===== src/rtl/irq_ctl_pkg.sv =====
package irq_ctl_pkg;
    localparam int NSRC    = 6;
    localparam int IDX_W   = $clog2(NSRC);
    localparam int NUM_EXT = 2;
    localparam int NUM_TMR = 3;
    // polling-order positions
    localparam int SRC_EXT0 = 0;
    localparam int SRC_TMR0 = 1;
    localparam int SRC_EXT1 = 2;
    localparam int SRC_TMR1 = 3;
    localparam int SRC_SER  = 4;
    localparam int SRC_TMR2 = 5;

    typedef logic [NSRC-1:0] src_vec_t;
endpackage


===== src/rtl/irq_src_sampler.sv =====
module irq_src_sampler
    import irq_ctl_pkg::*;
(
    input  logic               clk,
    input  logic               rst_n,
    input  logic               mc_tick,
    input  logic [NUM_EXT-1:0] ext_n,
    input  logic [NUM_EXT-1:0] ext_edge,
    input  logic [NUM_TMR-1:0] timer_ovf,
    input  logic               ser_tx,
    input  logic               ser_rx,
    input  src_vec_t           take,
    output src_vec_t           pend
);
    typedef struct packed {
        logic [NUM_EXT-1:0] ext_prev;
        logic [NUM_EXT-1:0] edge_flg;
        logic [NUM_TMR-1:0] tmr_flg;
        src_vec_t           pend;
    } smp_t;

    smp_t smp_d, smp_q;

    logic [NUM_EXT-1:0] take_ext;
    logic [NUM_TMR-1:0] take_tmr;
    logic [NUM_EXT-1:0] fall_now;
    logic [NUM_EXT-1:0] ext_raw;
    src_vec_t           raw;

    assign take_ext = {take[SRC_EXT1], take[SRC_EXT0]};
    assign take_tmr = {take[SRC_TMR2], take[SRC_TMR1], take[SRC_TMR0]};

    always_comb begin
        smp_d    = smp_q;
        fall_now = smp_q.ext_prev & ~ext_n & ext_edge & {NUM_EXT{mc_tick}};
        // edge flags: a new falling edge wins over a clear
        smp_d.edge_flg = (smp_q.edge_flg & ~take_ext) | fall_now;
        // timer flags: a new overflow pulse wins over a clear
        smp_d.tmr_flg  = (smp_q.tmr_flg & ~take_tmr) | timer_ovf;
        for (int k = 0; k < NUM_EXT; k++) begin
            ext_raw[k] = ext_edge[k] ? smp_d.edge_flg[k] : ~ext_n[k];
        end
        raw           = '0;
        raw[SRC_EXT0] = ext_raw[0];
        raw[SRC_EXT1] = ext_raw[1];
        raw[SRC_TMR0] = smp_d.tmr_flg[0];
        raw[SRC_TMR1] = smp_d.tmr_flg[1];
        raw[SRC_TMR2] = smp_d.tmr_flg[2];
        raw[SRC_SER]  = ser_tx | ser_rx;
        if (mc_tick) begin
            smp_d.ext_prev = ext_n;
            smp_d.pend     = raw;
        end else begin
            smp_d.pend     = smp_q.pend & ~take;
        end
    end

    always_ff @(posedge clk or negedge rst_n) begin
        if (!rst_n) begin
            smp_q.ext_prev <= '1;
            smp_q.edge_flg <= '0;
            smp_q.tmr_flg  <= '0;
            smp_q.pend     <= '0;
        end else begin
            smp_q <= smp_d;
        end
    end

    assign pend = smp_q.pend;
endmodule


===== src/rtl/irq_pick.sv =====
module irq_pick
    import irq_ctl_pkg::*;
(
    input  src_vec_t             pend,
    input  src_vec_t             en,
    input  logic                 gen,
    input  src_vec_t             prio,
    input  logic                 ins_hi,
    input  logic                 ins_lo,
    output logic                 valid,
    output logic                 hi,
    output logic [IDX_W-1:0]     idx
);
    localparam int NLVL = 2;

    src_vec_t elig;
    src_vec_t lane [NLVL];

    always_comb begin
        elig    = pend & en & {NSRC{gen}};
        lane[1] = ins_hi ? '0 : (elig & prio);
        lane[0] = (ins_hi | ins_lo) ? '0 : (elig & ~prio);
    end

    for (genvar l = 0; l < NLVL; l++) begin : g_lane
        logic             found;
        logic [IDX_W-1:0] first;
        always_comb begin
            found = 1'b0;
            first = '0;
            for (int i = NSRC - 1; i >= 0; i--) begin
                if (lane[l][i]) begin
                    found = 1'b1;
                    first = IDX_W'(i);
                end
            end
        end
    end

    assign hi    = g_lane[1].found;
    assign valid = g_lane[1].found | g_lane[0].found;
    assign idx   = g_lane[1].found ? g_lane[1].first : g_lane[0].first;
endmodule


===== src/rtl/irq_prio_ctl.sv =====
module irq_prio_ctl
    import irq_ctl_pkg::*;
#(
    parameter int VEC_W      = 16,
    parameter int VEC_BASE   = 3,
    parameter int VEC_STRIDE = 8
) (
    input  logic             clk,
    input  logic             rst_n,
    input  logic             mc_tick,
    input  logic [1:0]       ext_n,
    input  logic [1:0]       ext_edge,
    input  logic [2:0]       timer_ovf,
    input  logic             ser_tx,
    input  logic             ser_rx,
    input  logic [5:0]       src_en,
    input  logic             global_en,
    input  logic [5:0]       src_prio,
    input  logic             last_cycle,
    input  logic             reti_exec,
    input  logic             cfg_access,
    output logic             irq_req,
    output logic [VEC_W-1:0] irq_vector,
    output logic [5:0]       flag_clr
);
    typedef struct packed {
        logic             ins_hi;
        logic             ins_lo;
        logic             req;
        logic [VEC_W-1:0] vec;
        src_vec_t         clr;
    } ctl_t;

    ctl_t ctl_d, ctl_q;

    src_vec_t         pend;
    src_vec_t         take;
    src_vec_t         clr_mask;
    logic             pick_valid;
    logic             pick_hi;
    logic [IDX_W-1:0] pick_idx;
    logic             accept;
    logic             ins_hi_w;

    irq_src_sampler u_smp (
        .clk       (clk),
        .rst_n     (rst_n),
        .mc_tick   (mc_tick),
        .ext_n     (ext_n),
        .ext_edge  (ext_edge),
        .timer_ovf (timer_ovf),
        .ser_tx    (ser_tx),
        .ser_rx    (ser_rx),
        .take      (take),
        .pend      (pend)
    );

    irq_pick u_pick (
        .pend   (pend),
        .en     (src_en),
        .gen    (global_en),
        .prio   (src_prio),
        .ins_hi (ctl_q.ins_hi),
        .ins_lo (ctl_q.ins_lo),
        .valid  (pick_valid),
        .hi     (pick_hi),
        .idx    (pick_idx)
    );

    always_comb begin
        clr_mask           = '0;
        clr_mask[SRC_TMR0] = 1'b1;
        clr_mask[SRC_TMR1] = 1'b1;
        clr_mask[SRC_TMR2] = 1'b1;
        clr_mask[SRC_EXT0] = ext_edge[0];
        clr_mask[SRC_EXT1] = ext_edge[1];

        accept = last_cycle & ~reti_exec & ~cfg_access & pick_valid;
        take   = accept ? (src_vec_t'(1) << pick_idx) : '0;

        ctl_d     = ctl_q;
        ctl_d.req = accept;
        ctl_d.clr = take & clr_mask;
        if (accept) begin
            ctl_d.vec = VEC_W'(VEC_BASE) + VEC_W'(VEC_STRIDE) * VEC_W'(pick_idx);
            if (pick_hi) ctl_d.ins_hi = 1'b1;
            else         ctl_d.ins_lo = 1'b1;
        end else if (reti_exec) begin
            if (ctl_q.ins_hi) ctl_d.ins_hi = 1'b0;
            else              ctl_d.ins_lo = 1'b0;
        end
    end

    always_ff @(posedge clk or negedge rst_n) begin
        if (!rst_n) begin
            ctl_q <= '0;
        end else begin
            ctl_q <= ctl_d;
        end
    end

    assign irq_req    = ctl_q.req;
    assign irq_vector = ctl_q.vec;
    assign flag_clr   = ctl_q.clr;
    assign ins_hi_w   = ctl_q.ins_hi;
endmodule


===== config.mk =====
export PLATFORM = sky130hd
export DESIGN_NAME = irq_prio_ctl
export DESIGN_NICKNAME = d
export VERILOG_FILES = /design/src/rtl/irq_ctl_pkg.sv /design/src/rtl/irq_src_sampler.sv /design/src/rtl/irq_pick.sv /design/src/rtl/irq_prio_ctl.sv
export SDC_FILE = /design/constraint.sdc
export NUM_CORES = 1
export LEC_CHECK = 0
export CORE_MARGIN = 10
export CORE_UTILIZATION = 30
export DETAILED_ROUTE_END_ITERATION = 8
export SLEW_MARGIN = 20
export SYNTH_ARGS = -nofsm -noshare
export SYNTH_HDL_FRONTEND = slang
export SYNTH_SLANG_ARGS = --single-unit

===== constraint.sdc =====
create_clock -name clk -period 2.2 [get_ports clk]
set_input_delay 0.44 -clock clk [delete_from_list [all_inputs] [get_ports clk]]
set_output_delay 0.44 -clock clk [all_outputs]
set_load 0.05 [all_outputs]

======== Yosys cells after proc, flatten, opt, wreduce, memory -nomap -nowiden ========
Index checks and enable logic that the tools add are counted.
storage, ports and cells
  output and inout port bits .............. 23
  bits of input ports ..................... 28
  register bits ........................... 38
  word-level logic and storage cells ...... 81
operators by class
  muxes and demuxes ....................... 36
  shift operators ......................... 1
  reduce and logical (&&, ||, !) cells .... 3
  equal/unequal tests ..................... 3
  bitwise gates (word level) .............. 28
  add/subtract/negate cells ............... 1
operators by type and width
  cell                                              number
  two-way mux 3 bit                                 13
  bitwise AND 6 bit                                 6
  two-way mux 6 bit                                 4
  two-way mux 1 bit                                 17
  inverter 6 bit                                    2
  bitwise AND 2 bit                                 4
  adder 2 x 6 -> 7 bit (first input constant)       1
  << shifter 1 x 3 -> 6 bit (first input constant)  1
  two-way mux 2 bit                                 2
  != test 2 x 1 -> 1 bit (second input constant)    2
  inverter 1 bit                                    4
  inverter 2 bit                                    2
  bitwise AND 1 bit                                 3
  bitwise AND 3 bit                                 1
  inverter 3 bit                                    1
  bitwise OR 1 bit                                  3
  bitwise OR 3 bit                                  1
  AND reduction 3 bit                               1
  != test 2 bit (second input constant)             1
  bitwise OR 2 bit                                  1
  AND reduction 2 bit                               1
  nonzero test 2 bit                                1

======== Longest topological paths before layout ========
  word-level depth ........................ 18
  mapped depth ............................ 6
  depth with buffers taken out ............ 6

======== Hierarchy ========
Synthesis repeated with hierarchy kept, for this count alone.
unflattened totals
  cell total of the unflattened synthesis .. 159
  area, all modules ....................... 1555.2 µm²
by module, submodules not included
  module           instances  cells each  area an instance (µm²)  seq. area each (µm²)
  irq_prio_ctl     1          64          716.9                   300.3
  irq_src_sampler  1          53          584.3                   327.8
  irq_pick         1          42          254.0                   0.0

======== Worst setup path after synthesis ========
OpenSTA, ideal clock, no wires.
  path type ............................... register -> register
  start ................................... register ctl_q, in the netlist ins_hi_w
  end ..................................... register u_smp.pend[4] (netlist name)
  required time ........................... 2067 ps
  clock period less this slack ............ 1996 ps
  path buffers ............................ 0
  stages on the path, launching flop included .. 7
  library setup time ...................... 133 ps
  arrival ................................. 1864 ps
  path slack .............................. 204 ps
  path through ............................ dfrtp_1 > nand3b_1 > or3_1 > a2111o_1 > a21o_1 > nor4b_1 > o31ai_1
RTL lines
  what                    RTL line            RTL
  from (decl)             irq_prio_ctl.sv:34  ctl_t ctl_d, ctl_q;
  from (signal assigned)  irq_prio_ctl.sv:98  ctl_q <= ctl_d;

==> flow_summary.json <==
{
  "clockBufferDepth": 2,
  "h-tree-depth": 1,
  "synth_ff_type": "dfrtp_1",
  "place.gp.congestion": 0.870,
  "cp-endpoint": "u_smp.pend[3]",
  "netlist_instances": 160,
  "cts_made_buffers": 3,
  "initial_utilization_pct": 30.6,
  "totalWireLength_um": 4480,
  "grt_pass1_wl_um": 7570,
  "finalMaxSlewViolations": 0,
  "die_x_um": 91.7,
  "grt_pass1_vias": 1572,
  "final_cells": 309,
  "dr.first_iter.drc_count": 60,
  "ir_worst_vdd_uv": 280,
  "viasPerCell": 4.76,
  "synth_most_common_cell": "dfrtp_1",
  "die_area_um2": 8410,
  "hpwlAfterDp_um": 3460,
  "vias": 1470,
  "io_pins": 51,
  "r2r_start": "ins_hi_w",
  "port_buffers": 38,
  "cts-root-buf": "clkbuf_8",
  "die_h_um": 91.7,
  "clock_latency_ps": 270,
  "avgRoutedWirePerCell_um": 14.5,
  "ys_warn_count": 0,
  "postRouteAntennaNets": 0,
  "synth.area.top_cells": "dfrtp_1, buf_4, dfstp_2",
  "antenna_cells": 0,
  "hp-class": "reg2reg",
  "finalCritPeriodShare_pct": 97.1,
  "grt_max_degree": 26,
  "dr.pass1.iters": 4,
  "r2r-end": "u_smp.pend[3]",
  "track_usage_pct": 10.8,
  "synth.avg_cell_area_um2": 9.63,
  "core.rowCount": 26,
  "yosys.area.top_type": "dfrtp_1",
  "critPathMaxFanout": 8,
  "dp.cells": 295,
  "post-route-util_pct": 47.0,
  "synth_cell_types": 56,
  "powerDensity_nw_per_um2": 574,
  "worstPathRequired_ps": 2360,
  "critPathKind": "reg2reg",
  "ys_seq_area_share_pct": 40.7,
  "fmax_mhz": 468,
  "drive_gt1_share_pct": 30.5,
  "rsz0062_at_grt": "yes",
  "maxCapViolations": 0,
  "netlist_area_um2": 1540,
  "reg2reg_depth": 8,
  "startpoint": "ins_hi_w",
  "finalHoldViolations": 0,
  "cts_tree": "built",
  "cts_hold_buf": 0,
  "setup_viol": 0,
  "crit_path_end_kind": "flop",
  "min_period_ps": 2140,
  "crit_chain": "or3b_4, or3_4, o22ai_4, o211ai_1, buf_4, buf_6, a21boi_4, a31oi_1",
  "clock-skew-final_ps": 6.65,
  "synth_enable_flop_cells": 0,
  "start_kind": "flop",
  "synth-async-reset-ratio_pct": 100,
  "synth_top_area_share_pct": 37.3,
  "tightest_slew_ps": 505,
  "clkSinkCount": 25,
  "coreArea_um2": 5040,
  "reg2reg_setup_slack_ps": 60,
  "syn_to_final_growth_pct": 53.7,
  "clk_pin_slew_worst_paths_ps": 100,
  "status": "completed",
  "finalNetCount": 268,
  "grt_overflow": 0,
  "max_slew_margin_pct": 66.3,
  "netlist_top_cells_count": "dfrtp_1, nor2_1, buf_4",
  "p_leak_uw": 0.00105,
  "cp_slowest_cell": "dfrtp_2",
  "drc": 0,
  "synth-seq-cells": 25,
  "grt_antenna_before_repair": 0,
  "cpPeakStageDelay_ps": 460,
  "arrival_ps": 2300
}
==> sequential cells by signal (all words and copies together), names as in the netlist <==
register,flops
flag_clr,5
u_smp.pend,6
ins_hi_w,1
irq_req,1
irq_vector,4
ctl_q,1
u_smp.smp_q,7
==> final cells by class <==
cell class,instances,area [um^2]
Timing Repair Buffer,78,688
Clock inverter,1,5.00
Clock buffer,3,41.3
Multi-Input combinational cell,122,878
Inverter,10,37.5
Tap cell,70,87.6
Sequential cell,25,631
Fill cell,480,2670
==> routing by layer <==
| layer | vias up | share of wire, % | track usage (%) |
|---|---|---|---|
| li1 | 722 | - | - |
| met1 | 704 | 46 | 13.5 |
| met2 | 42 | 48 | 17.7 |
| met3 | 2 | 6.2 | 2.85 |
| met4 | 0 | 0.47 | 3.00 |
| met5 | - | 0 | 0 |
==> layout by cell type, fill, tap and decap left out, types with 4 or more instances in the layout <==
cell             instances
a21oi_1                  6
a31oi_1                  4
and2_1                   4
buf_4                   38
clkdlybuf4s50_1         35
conb_1                  12
dfrtp_1                 21
inv_1                   10
nand2_1                 10
nand3b_1                 5
nor2_1                  14
nor3_1                   5
o21ai_0                  5
==> worst min-delay path by stage <==
stage / startpoint / endpoint / slack (ps) / depth (start not counted)
2_1_floorplan: rst_n / ctl_q[23] / 140 / 0
3_3_place_gp: u_smp.smp_q[9] / u_smp.smp_q[9] / 480 / 1
3_5_place_dp: irq_vector[4] / irq_vector[4] / 470 / 1
4_1_cts: irq_vector[4] / irq_vector[4] / 510 / 1
5_1_grt: irq_vector[4] / irq_vector[4] / 510 / 1
6_report: irq_vector[4] / irq_vector[4] / 500 / 1
==> per-stage QoR <==
| stage | total power (uW) | setup slack [ps] | hold slack [ps] | TNS (ps) | cell area (um^2) |
|---|---|---|---|---|---|
| after floorplan | 848 | 204 | 144 | 0 | 1580 |
| after global placement | 1040 | -463 | 478 | -8280 | 2170 |
| after detailed placement | 1040 | -481 | 474 | -8460 | 2170 |
| after CTS | 1330 | 6.54 | 505 | 0 | 2240 |
| after global routing | 1430 | -24.4 | 515 | -84.7 | 2370 |
| final | 1360 | 64.0 | 499 | 0 | 2370 |
==> what timing repair did <==
item,4_1_cts,5_1_grt
pin swaps,6,18
setup buffers,1,10
endpoints found under the setup margin,20,17
gates resized for setup,4,17
==> cell families (layout without fill, tap and decap cells) <==
family | after synthesis | in the layout | synth area share (%)
DFF | 25 | 25 | 40.7
muxes | 3 | 3 | 2.11
other | 1 | 12 | 0.243
buffers and inverters | 24 | 92 | 9.01
AOI/OAI and AO/OA | 42 | 42 | 22.2
and+or+nand+nor | 65 | 65 | 25.7
==> power breakdown <==
group          internal [uW]  switching (uW)
sequential               511            30.7
clock                    127             155
combinational            236             300
total                    874             485
==> critical path: cells and delay by family, from the launching register on <==
| kind | cells | cell delay (ps) |
|---|---|---|
| and+or+nand+nor | 2 | 740 |
| AOI/OAI and AO/OA | 4 | 530 |
| DFF | 1 | 460 |
| buffers and inverters | 2 | 290 |
Power figures use the tool's default switching activity.
